## src/rtl/adc_autocal_pkg.sv

```systemverilog
// Package: shared types for the ADC calibration controller.
// Assumes: nothing beyond standard SystemVerilog.
package adc_autocal_pkg;

    // Pass sequencer states
    typedef enum logic [1:0] {
        CAL_IDLE = 2'd0,
        CAL_PICK = 2'd1,
        CAL_WAIT = 2'd2
    } cal_state_t;

endpackage

```

## src/rtl/adc_autocal_seq.sv

```systemverilog
// Module: adc_autocal_seq
// Runs one calibration pass. On a start pulse it snapshots which setting
// keys are used by enabled channels into a pending map. It then walks that
// map lowest key first and issues one measurement request per key.
// Assumes: meas_ack is a single-cycle pulse that is only meaningful while
// meas_req is high; soft_reset has priority over everything.
module adc_autocal_seq
    import adc_autocal_pkg::*;
#(
    parameter int NUM_CH = 8,
    parameter int KEY_W  = 3
) (
    input  logic                           clk,
    input  logic                           rst_n,
    input  logic                           soft_reset,
    input  logic                           cal_start,
    input  logic [NUM_CH-1:0]              ch_en,
    input  logic [NUM_CH-1:0][KEY_W-1:0]   ch_key,
    input  logic                           meas_ack,
    output logic                           busy,
    output logic                           meas_req,
    output logic [KEY_W-1:0]               meas_key,
    output logic                           wr_en,
    output logic                           done
);

    localparam int NKEY = 1 << KEY_W;

    cal_state_t        state;
    logic [NKEY-1:0]   pend;
    logic [NKEY-1:0]   need_map;
    logic [KEY_W-1:0]  cur_key;
    logic [KEY_W-1:0]  nxt_key;
    logic              have_key;

    // Mark every key used by at least one enabled channel
    always_comb begin
        need_map = '0;
        for (int c = 0; c < NUM_CH; c++) begin
            if (ch_en[c]) need_map[ch_key[c]] = 1'b1;
        end
    end

    // Find the lowest pending key
    always_comb begin
        nxt_key  = '0;
        have_key = 1'b0;
        for (int k = NKEY - 1; k >= 0; k--) begin
            if (pend[k]) begin
                nxt_key  = KEY_W'(k);
                have_key = 1'b1;
            end
        end
    end

    // Pass state machine and pending-key bookkeeping
    always_ff @(posedge clk) begin
        if (!rst_n || soft_reset) begin
            state   <= CAL_IDLE;
            pend    <= '0;
            cur_key <= '0;
        end else begin
            case (state)
                CAL_IDLE: begin
                    if (cal_start) begin
                        pend  <= need_map;
                        state <= CAL_PICK;
                    end
                end
                CAL_PICK: begin
                    if (have_key) begin
                        cur_key <= nxt_key;
                        state   <= CAL_WAIT;
                    end else begin
                        state <= CAL_IDLE;
                    end
                end
                CAL_WAIT: begin
                    if (meas_ack) begin
                        pend[cur_key] <= 1'b0;
                        state         <= CAL_PICK;
                    end
                end
                default: state <= CAL_IDLE;
            endcase
        end
    end

    // Status and handshake outputs derived from state
    always_comb begin
        busy     = (state != CAL_IDLE);
        meas_req = (state == CAL_WAIT);
        meas_key = cur_key;
        wr_en    = (state == CAL_WAIT) && meas_ack && !soft_reset;
        done     = (state == CAL_PICK) && !have_key && !soft_reset;
    end

    // an accepted start makes the block busy on the next cycle
    p_start_busy_r1: assert property (@(posedge clk) disable iff (!rst_n)
        (!busy && cal_start && !soft_reset) |=> busy);

    // request and key stay stable until acknowledged
    p_req_hold_r2: assert property (@(posedge clk) disable iff (!rst_n)
        (meas_req && !meas_ack && !soft_reset) |=> (meas_req && $stable(meas_key)));

    // the pending map only shrinks on an acknowledge once a pass runs
    p_snapshot_r3: assert property (@(posedge clk) disable iff (!rst_n)
        (state == CAL_WAIT && !meas_ack && !soft_reset) |=> $stable(pend));

    // a start during a running pass does not restart it
    p_start_ignored_r6: assert property (@(posedge clk) disable iff (!rst_n)
        (state == CAL_WAIT && cal_start && !meas_ack && !soft_reset)
        |=> (state == CAL_WAIT && $stable(pend)));

    // soft reset leaves no pending request
    p_abort_r10: assert property (@(posedge clk) disable iff (!rst_n)
        soft_reset |=> (!meas_req && pend == '0));

endmodule

```

## src/rtl/adc_autocal_table.sv

```systemverilog
// Module: adc_autocal_table
// Correction storage: one signed word and one valid bit per setting key.
// The read is combinational. A write lands at the clock edge.
// Assumes: wr_en is already gated against soft_reset by the sequencer;
// this module also gives soft_reset priority.
module adc_autocal_table #(
    parameter int KEY_W  = 3,
    parameter int DATA_W = 12
) (
    input  logic              clk,
    input  logic              rst_n,
    input  logic              soft_reset,
    input  logic              wr_en,
    input  logic [KEY_W-1:0]  wr_key,
    input  logic [DATA_W-1:0] wr_corr,
    input  logic [KEY_W-1:0]  rd_key,
    output logic [DATA_W-1:0] rd_corr,
    output logic              rd_valid
);

    localparam int NKEY = 1 << KEY_W;

    logic [DATA_W-1:0] corr_q [NKEY];
    logic [NKEY-1:0]   valid_q;

    // One storage slot per key
    for (genvar k = 0; k < NKEY; k++) begin : g_slot
        // Capture the correction word for this key
        always_ff @(posedge clk) begin
            if (!rst_n) begin
                corr_q[k] <= '0;
            end else if (wr_en && !soft_reset && wr_key == KEY_W'(k)) begin
                corr_q[k] <= wr_corr;
            end
        end
    end

    // Valid bits: set on write, cleared by any reset
    always_ff @(posedge clk) begin
        if (!rst_n || soft_reset) begin
            valid_q <= '0;
        end else if (wr_en) begin
            valid_q[wr_key] <= 1'b1;
        end
    end

    // Read port
    always_comb begin
        rd_corr  = corr_q[rd_key];
        rd_valid = valid_q[rd_key];
    end

    // soft reset empties the table
    p_table_clear_r10: assert property (@(posedge clk) disable iff (!rst_n)
        soft_reset |=> (valid_q == '0));

    // a write always leaves its key valid
    p_write_valid_r2: assert property (@(posedge clk) disable iff (!rst_n)
        (wr_en && !soft_reset) |=> valid_q[$past(wr_key)]);

endmodule

```

## src/rtl/adc_autocal_apply.sv

```systemverilog
// Module: adc_autocal_apply
// Applies the stored correction to each raw result. It subtracts the signed
// correction, clamps to the unsigned range and registers the output.
// Without a valid entry the raw value passes through and is flagged.
// Assumes: the table read for conv_key is presented in the same cycle.
module adc_autocal_apply #(
    parameter int DATA_W = 12
) (
    input  logic              clk,
    input  logic              rst_n,
    input  logic              conv_valid,
    input  logic [DATA_W-1:0] conv_raw,
    input  logic [DATA_W-1:0] corr,
    input  logic              corr_valid,
    output logic              res_valid,
    output logic [DATA_W-1:0] res_data,
    output logic              res_uncal
);

    localparam int EW = DATA_W + 2;
    localparam logic signed [EW-1:0] SAT_HI = EW'((1 << DATA_W) - 1);

    logic signed [EW-1:0] diff;
    logic [DATA_W-1:0]    clamped;

    // Signed difference and clamp to the output range
    always_comb begin
        diff = $signed({2'b00, conv_raw}) - $signed({{2{corr[DATA_W-1]}}, corr});
        if (diff < 0) begin
            clamped = '0;
        end else if (diff > SAT_HI) begin
            clamped = '1;
        end else begin
            clamped = diff[DATA_W-1:0];
        end
    end

    // Output register
    always_ff @(posedge clk) begin
        if (!rst_n) begin
            res_valid <= 1'b0;
            res_data  <= '0;
            res_uncal <= 1'b0;
        end else begin
            res_valid <= conv_valid;
            if (conv_valid) begin
                res_data  <= corr_valid ? clamped : conv_raw;
                res_uncal <= !corr_valid;
            end
        end
    end

    // one result per input, one cycle later
    p_latency_r11: assert property (@(posedge clk) disable iff (!rst_n)
        conv_valid |=> res_valid);
    p_no_spurious_r11: assert property (@(posedge clk) disable iff (!rst_n)
        !conv_valid |=> !res_valid);

    // an uncalibrated result is the raw input unchanged
    p_uncal_pass_r8: assert property (@(posedge clk) disable iff (!rst_n)
        (conv_valid && !corr_valid) |=> (res_uncal && res_data == $past(conv_raw)));

endmodule

```

## src/rtl/adc_autocal.sv

```systemverilog
// Module: adc_autocal (top)
// ADC calibration controller. It builds per-channel setting keys, runs
// the pass sequencer, stores corrections per key, corrects the result
// stream and keeps the sticky end-of-calibration flag and interrupt.
// Assumes: NUM_CH >= 2; all control inputs are single-cycle pulses
// except eoc_irq_en, ch_enable and the setting codes.
module adc_autocal #(
    parameter int NUM_CH = 8,
    parameter int GAIN_W = 2,
    parameter int OFFS_W = 1,
    parameter int DATA_W = 12,
    localparam int KEY_W = GAIN_W + OFFS_W,
    localparam int CH_W  = $clog2(NUM_CH)
) (
    input  logic                     clk,
    input  logic                     rst_n,
    input  logic                     soft_reset,
    input  logic                     cal_start,
    input  logic                     stat_read,
    input  logic                     eoc_irq_en,
    input  logic [NUM_CH-1:0]        ch_enable,
    input  logic [NUM_CH*GAIN_W-1:0] ch_gain,
    input  logic [NUM_CH*OFFS_W-1:0] ch_offs,
    output logic                     cal_busy,
    output logic                     eoc_flag,
    output logic                     eoc_irq,
    output logic                     meas_req,
    output logic [KEY_W-1:0]         meas_key,
    input  logic                     meas_ack,
    input  logic [DATA_W-1:0]        meas_corr,
    input  logic                     conv_valid,
    input  logic [CH_W-1:0]          conv_ch,
    input  logic [DATA_W-1:0]        conv_raw,
    output logic                     res_valid,
    output logic [DATA_W-1:0]        res_data,
    output logic                     res_uncal
);

    logic [NUM_CH-1:0][KEY_W-1:0] ch_key;
    logic                         tbl_wr;
    logic                         pass_done;
    logic [KEY_W-1:0]             conv_key;
    logic [DATA_W-1:0]            tbl_corr;
    logic                         tbl_valid;

    // Per-channel key: gain code above offset code
    for (genvar c = 0; c < NUM_CH; c++) begin : g_key
        assign ch_key[c] = {ch_gain[c*GAIN_W +: GAIN_W], ch_offs[c*OFFS_W +: OFFS_W]};
    end

    // Key of the channel whose result is arriving
    assign conv_key = ch_key[conv_ch];

    adc_autocal_seq #(
        .NUM_CH (NUM_CH),
        .KEY_W  (KEY_W)
    ) u_seq (
        .clk        (clk),
        .rst_n      (rst_n),
        .soft_reset (soft_reset),
        .cal_start  (cal_start),
        .ch_en      (ch_enable),
        .ch_key     (ch_key),
        .meas_ack   (meas_ack),
        .busy       (cal_busy),
        .meas_req   (meas_req),
        .meas_key   (meas_key),
        .wr_en      (tbl_wr),
        .done       (pass_done)
    );

    adc_autocal_table #(
        .KEY_W  (KEY_W),
        .DATA_W (DATA_W)
    ) u_table (
        .clk        (clk),
        .rst_n      (rst_n),
        .soft_reset (soft_reset),
        .wr_en      (tbl_wr),
        .wr_key     (meas_key),
        .wr_corr    (meas_corr),
        .rd_key     (conv_key),
        .rd_corr    (tbl_corr),
        .rd_valid   (tbl_valid)
    );

    adc_autocal_apply #(
        .DATA_W (DATA_W)
    ) u_apply (
        .clk        (clk),
        .rst_n      (rst_n),
        .conv_valid (conv_valid),
        .conv_raw   (conv_raw),
        .corr       (tbl_corr),
        .corr_valid (tbl_valid),
        .res_valid  (res_valid),
        .res_data   (res_data),
        .res_uncal  (res_uncal)
    );

    // Sticky end-of-calibration flag; completion wins over a read
    always_ff @(posedge clk) begin
        if (!rst_n || soft_reset) begin
            eoc_flag <= 1'b0;
        end else if (pass_done) begin
            eoc_flag <= 1'b1;
        end else if (stat_read) begin
            eoc_flag <= 1'b0;
        end
    end

    // Interrupt line gated by its enable
    assign eoc_irq = eoc_flag && eoc_irq_en;

    // completion sets the flag on the next cycle
    p_flag_set_r4: assert property (@(posedge clk) disable iff (!rst_n)
        pass_done |=> eoc_flag);

    // the flag holds until read or soft reset
    p_flag_hold_r4: assert property (@(posedge clk) disable iff (!rst_n)
        (eoc_flag && !stat_read && !soft_reset) |=> eoc_flag);

    // a newly raised flag reaches the interrupt when enabled
    p_irq_follow_r5: assert property (@(posedge clk) disable iff (!rst_n)
        ($rose(eoc_flag) && eoc_irq_en) |-> eoc_irq);

    // soft reset clears the flag and the busy state
    p_reset_clears_r10: assert property (@(posedge clk) disable iff (!rst_n)
        soft_reset |=> (!eoc_flag && !cal_busy));

endmodule

```

## config.mk

```make
export PLATFORM = sky130hd
export DESIGN_NAME = adc_autocal
export DESIGN_NICKNAME = d
export VERILOG_FILES = /design/src/rtl/adc_autocal_pkg.sv /design/src/rtl/adc_autocal_seq.sv /design/src/rtl/adc_autocal_table.sv /design/src/rtl/adc_autocal_apply.sv /design/src/rtl/adc_autocal.sv
export SDC_FILE = /design/constraint.sdc
export NUM_CORES = 1
export LEC_CHECK = 0
export BUFFER_PORTS_ARGS = -buffer_cell sky130_fd_sc_hd__buf_2
export CORE_MARGIN = 2
export CORE_UTILIZATION = 45
export DETAILED_ROUTE_END_ITERATION = 8
export SETUP_SLACK_MARGIN = 0.15
export SLEW_MARGIN = 5
export SYNTH_ARGS = -nofsm -noshare
export SYNTH_HDL_FRONTEND = slang
export SYNTH_SLANG_ARGS = --single-unit
```

## constraint.sdc

```tcl
create_clock -name clk -period 4.8 [get_ports clk]
set_input_delay 0.24 -clock clk [delete_from_list [all_inputs] [get_ports clk]]
set_output_delay 0.24 -clock clk [all_outputs]
set_load 0.1 [all_outputs]
```

==> impl_metrics.csv <==
group,metric,value,unit
placed_design,dp_hpwl,14140,um
worst_setup_path,critPathLaunch,"conv_ch[0]",
placed_design,pre_cts_ws,224.8,ps
finish,n_antenna_cell,0,
worst_setup_path,cp_top_family,"compound AO/OA/AOI/OAI gates",
clocking,clock-sinks,132,
clocking,clk_pin_slew_worst_paths,60,ps
timing,setup_viol,0,
worst_setup_path,critPathRequiredTime,5140,ps
timing,finClkSkew,9.336,ps
clocking,clk_path_buf_depth,2,
synth,synth_ff_type,"edfxtp_1",
power_and_ir_drop,clkPwrFrac,39.8,%
worst_setup_path,slowest_delay,630,ps
synth,syn_area,7376,um2
drt,routed_wl,19390,um
floorplanning,start_util,46.26,%
worst_hold_path,worstHoldStart,"meas_ack",
worst_setup_path,path_buf_inv,3,
finish,drive_gt1_share,18.43,%
clocking,clock_latency,420,ps
synth,postSynthCellCount,713,
power_and_ir_drop,p_leak,3.344,nW
placed_design,dpl_cell_area,8039,um2
global_routing,grt_pass1_wl,31000,um
synth,synth_seq_cells,132,
floorplanning,dieArea,17430,um2
clocking,cts_tree,"built",
power_and_ir_drop,switching_share,30.42,%
synth,synth_common_cells,"and2_1, edfxtp_1, a21oi_1, dfxtp_1, nor2_1",
worst_setup_path,endpoint_kind,"flip-flop",
worst_setup_path,path_class,"input port to flip-flop",
power_and_ir_drop,p_int,2.249,mW
synth,synth_top_cell_area_share,39.08,%
timing,finalCritPeriodShare,86.52,%
synth,synthTopCellsByArea,"edfxtp_1, dfxtp_1, and2_1",
timing,slew_viol_final,0,
clocking,postCtsResizedCells,0,
finish,design_area,8622,um2
placed_design,io_buffers,87,
floorplanning,die_x,132.0,um
synth,synthesis.nets,794,
global_routing,track_usage,22.77,%
global_routing,grt_max_degree,57,
synth,async_reset_ff_share,0,%
timing,tns,0,ps
drt,ant_nets,0,
synth,ys_warn_count,0,
drt,drt_iter0_drc,415,
worst_setup_path,r2r-start,"u_table.corr_q[6][0]$_SDFFCE_PN0P_",
global_routing,grt_pass1_vias,5689,
drt,post_drt_wl_per_cell,19.03,um
drt,viasPerCell,5.669,
timing,slew_headroom,33.79,%
clocking,post_cts_buffers,0,
finish,final_nets,871,
worst_setup_path,reg2reg_slack,1470,ps
timing,finalCriticalPeriod,4153,ps
global_routing,antenna_found_initial,0,
clocking,cts_root_buffer,"clkbuf_16",
synth,ys_seq_area_share,48.85,%
finish,area_delta_synth_final,16.90,%
floorplanning,core_area,15940,um2
power_and_ir_drop,switchingPower,0.9832,mW
floorplanning,die_height,132.0,um
synth,synthDistinctLibCells,60,
global_routing,gr-total-overflow,0,
worst_setup_path,critical_path.cell_chain,"buf_2 > mux4_2 > mux2i_4 > buf_12 > mux2_2 > o21ai_0 > o21ai_0 > ha_1 > inv_1 > fa_1 > a211o_1 > a21oi_1 > o21ai_0 > a21oi_1 > or4b_2 > o2111ai_1 > a21oi_1 > o22ai_1",
placed_design,place.gp.congestion,0.9508,
drt,num_vias,5777,
synth,syn_avg_cell_area,10.34,um2
synth,post-synth-top-area-cell,"edfxtp_1",
power_and_ir_drop,power.share.sequential,39.3,%
run,drv_cap,0,
clocking,numCtsBuffers,17,
floorplanning,pin_count,88,
worst_setup_path,critPathSlowestCell,"or4b_2",
worst_hold_path,hold_class,"input port to flip-flop",
timing,rsz0062_at_grt,"no",
drt,drc,0,
floorplanning,num_rows,46,
drt,dr.pass1.iters,5,
clocking,cts_max_level,4,
timing,hold_viol,0,
synth,synth_edf_count,96,
timing,fmax,240.8,MHz
timing,tightestPinTransition,985.5,ps
power_and_ir_drop,combPwrFrac,20.9,%
worst_setup_path,crit_path_max_fanout,56,
worst_setup_path,start_kind,"input port",
power_and_ir_drop,ir_drop,0.2598,mV
timing,worst_slack,646.8,ps
synth,synth_most_common_cell,"and2_1",
power_and_ir_drop,power.density,374.9,nW/um2
worst_setup_path,crit_arrival,4500,ps
status,status,"finished clean",
clocking,hold_buffers,0,
## kinds of logic (layout without fill, tap and decap cells)
family	Yosys count	after routing	share of synthesized area, %
simple gates	267	267	20.34
buf+inv	58	148	3.189
flops	132	132	48.85
fa+ha+maj	14	14	2.477
xor+xnor	5	5	0.5937
compound gates	193	193	16.68
mux	44	44	7.871
## power by group through the flow
stage | combinational (mW) | clock, mW | sequential, mW
detailed placement | 0.672 | 0 | 1.29
CTS | 0.675 | 1.30 | 1.27
global route | 0.742 | 1.35 | 1.27
floorplan | 0.431 | 0 | 1.34
global placement | 0.663 | 0 | 1.29
finish | 0.677 | 1.29 | 1.27
## stage by stage
stage	hold WS (ps)	std cells	util (%)	power, mW
floorplan	421.8	713	-	1.770
global placement	436.4	987	50.42	1.956
detailed placement	446.7	987	50.42	1.966
CTS	109.9	1019	54.08	3.245
global route	133.0	1019	54.08	3.366
finish	124.5	1019	54.08	3.232
## layout by cell type (no fill, tap or decap), drive strengths merged, types with 4 or more instances in the layout
master / count
and2: 97
buf: 97
edfxtp: 96
a21oi: 69
nor2: 36
dfxtp: 36
nand2: 35
a211oi: 33
mux2i: 33
nor2b: 31
inv: 29
o21ai: 21
clkbuf: 17
nor3: 14
o22ai: 14
a22oi: 13
ha: 13
nand2b: 11
nand4: 10
nand3: 9
nand4b: 8
mux4: 8
o21a: 7
nor3b: 6
a31oi: 5
o2111ai: 5
o31ai: 4
xnor2: 4
## state kept, by name (all words and copies together), names as in the netlist
| name | cells |
|---|---|
| u_seq.meas_key | 3 |
| u_apply.res_data | 12 |
| u_apply.res_uncal | 1 |
| eoc_flag | 1 |
| u_table.valid_q | 8 |
| u_apply.res_valid | 1 |
| u_seq.pend | 8 |
| u_table.corr_q | 96 |
| u_seq.state | 2 |
## worst min-delay path, stage by stage
cell and delay [ps]:
buf_2 90, nand2b_1 100, a21oi_1 60
## layer usage
metal,global-route usage [%],wire (um)
met1,30.92,8735
met2,36.81,9154
met3,4.421,1204
met4,7.428,292
met5,0,0
## final cells by class
| class | count | area, um2 |
|---|---|---|
| Clock inverter | 15 | 157.7 |
| Timing Repair Buffer | 97 | 535.5 |
| Sequential cell | 132 | 3603 |
| Clock buffer | 17 | 425.4 |
| Fill cell | 1430 | 7321 |
| Tap cell | 216 | 270.3 |
| Inverter | 19 | 71.32 |
| Multi-Input combinational cell | 523 | 3558 |
## final timing paths
check	to	cells after the start
setup / recovery	u_apply.res_data[10]$_SDFFE_PN0P_	18
hold / removal	u_seq.state[1]$_SDFFE_PP0P_	3
setup reg to reg	u_apply.res_data[10]$_SDFFE_PN0P_	14
hold reg to reg	u_table.valid_q[7]$_SDFFE_PP0P_	2
(Power assumes the default switching activity.)
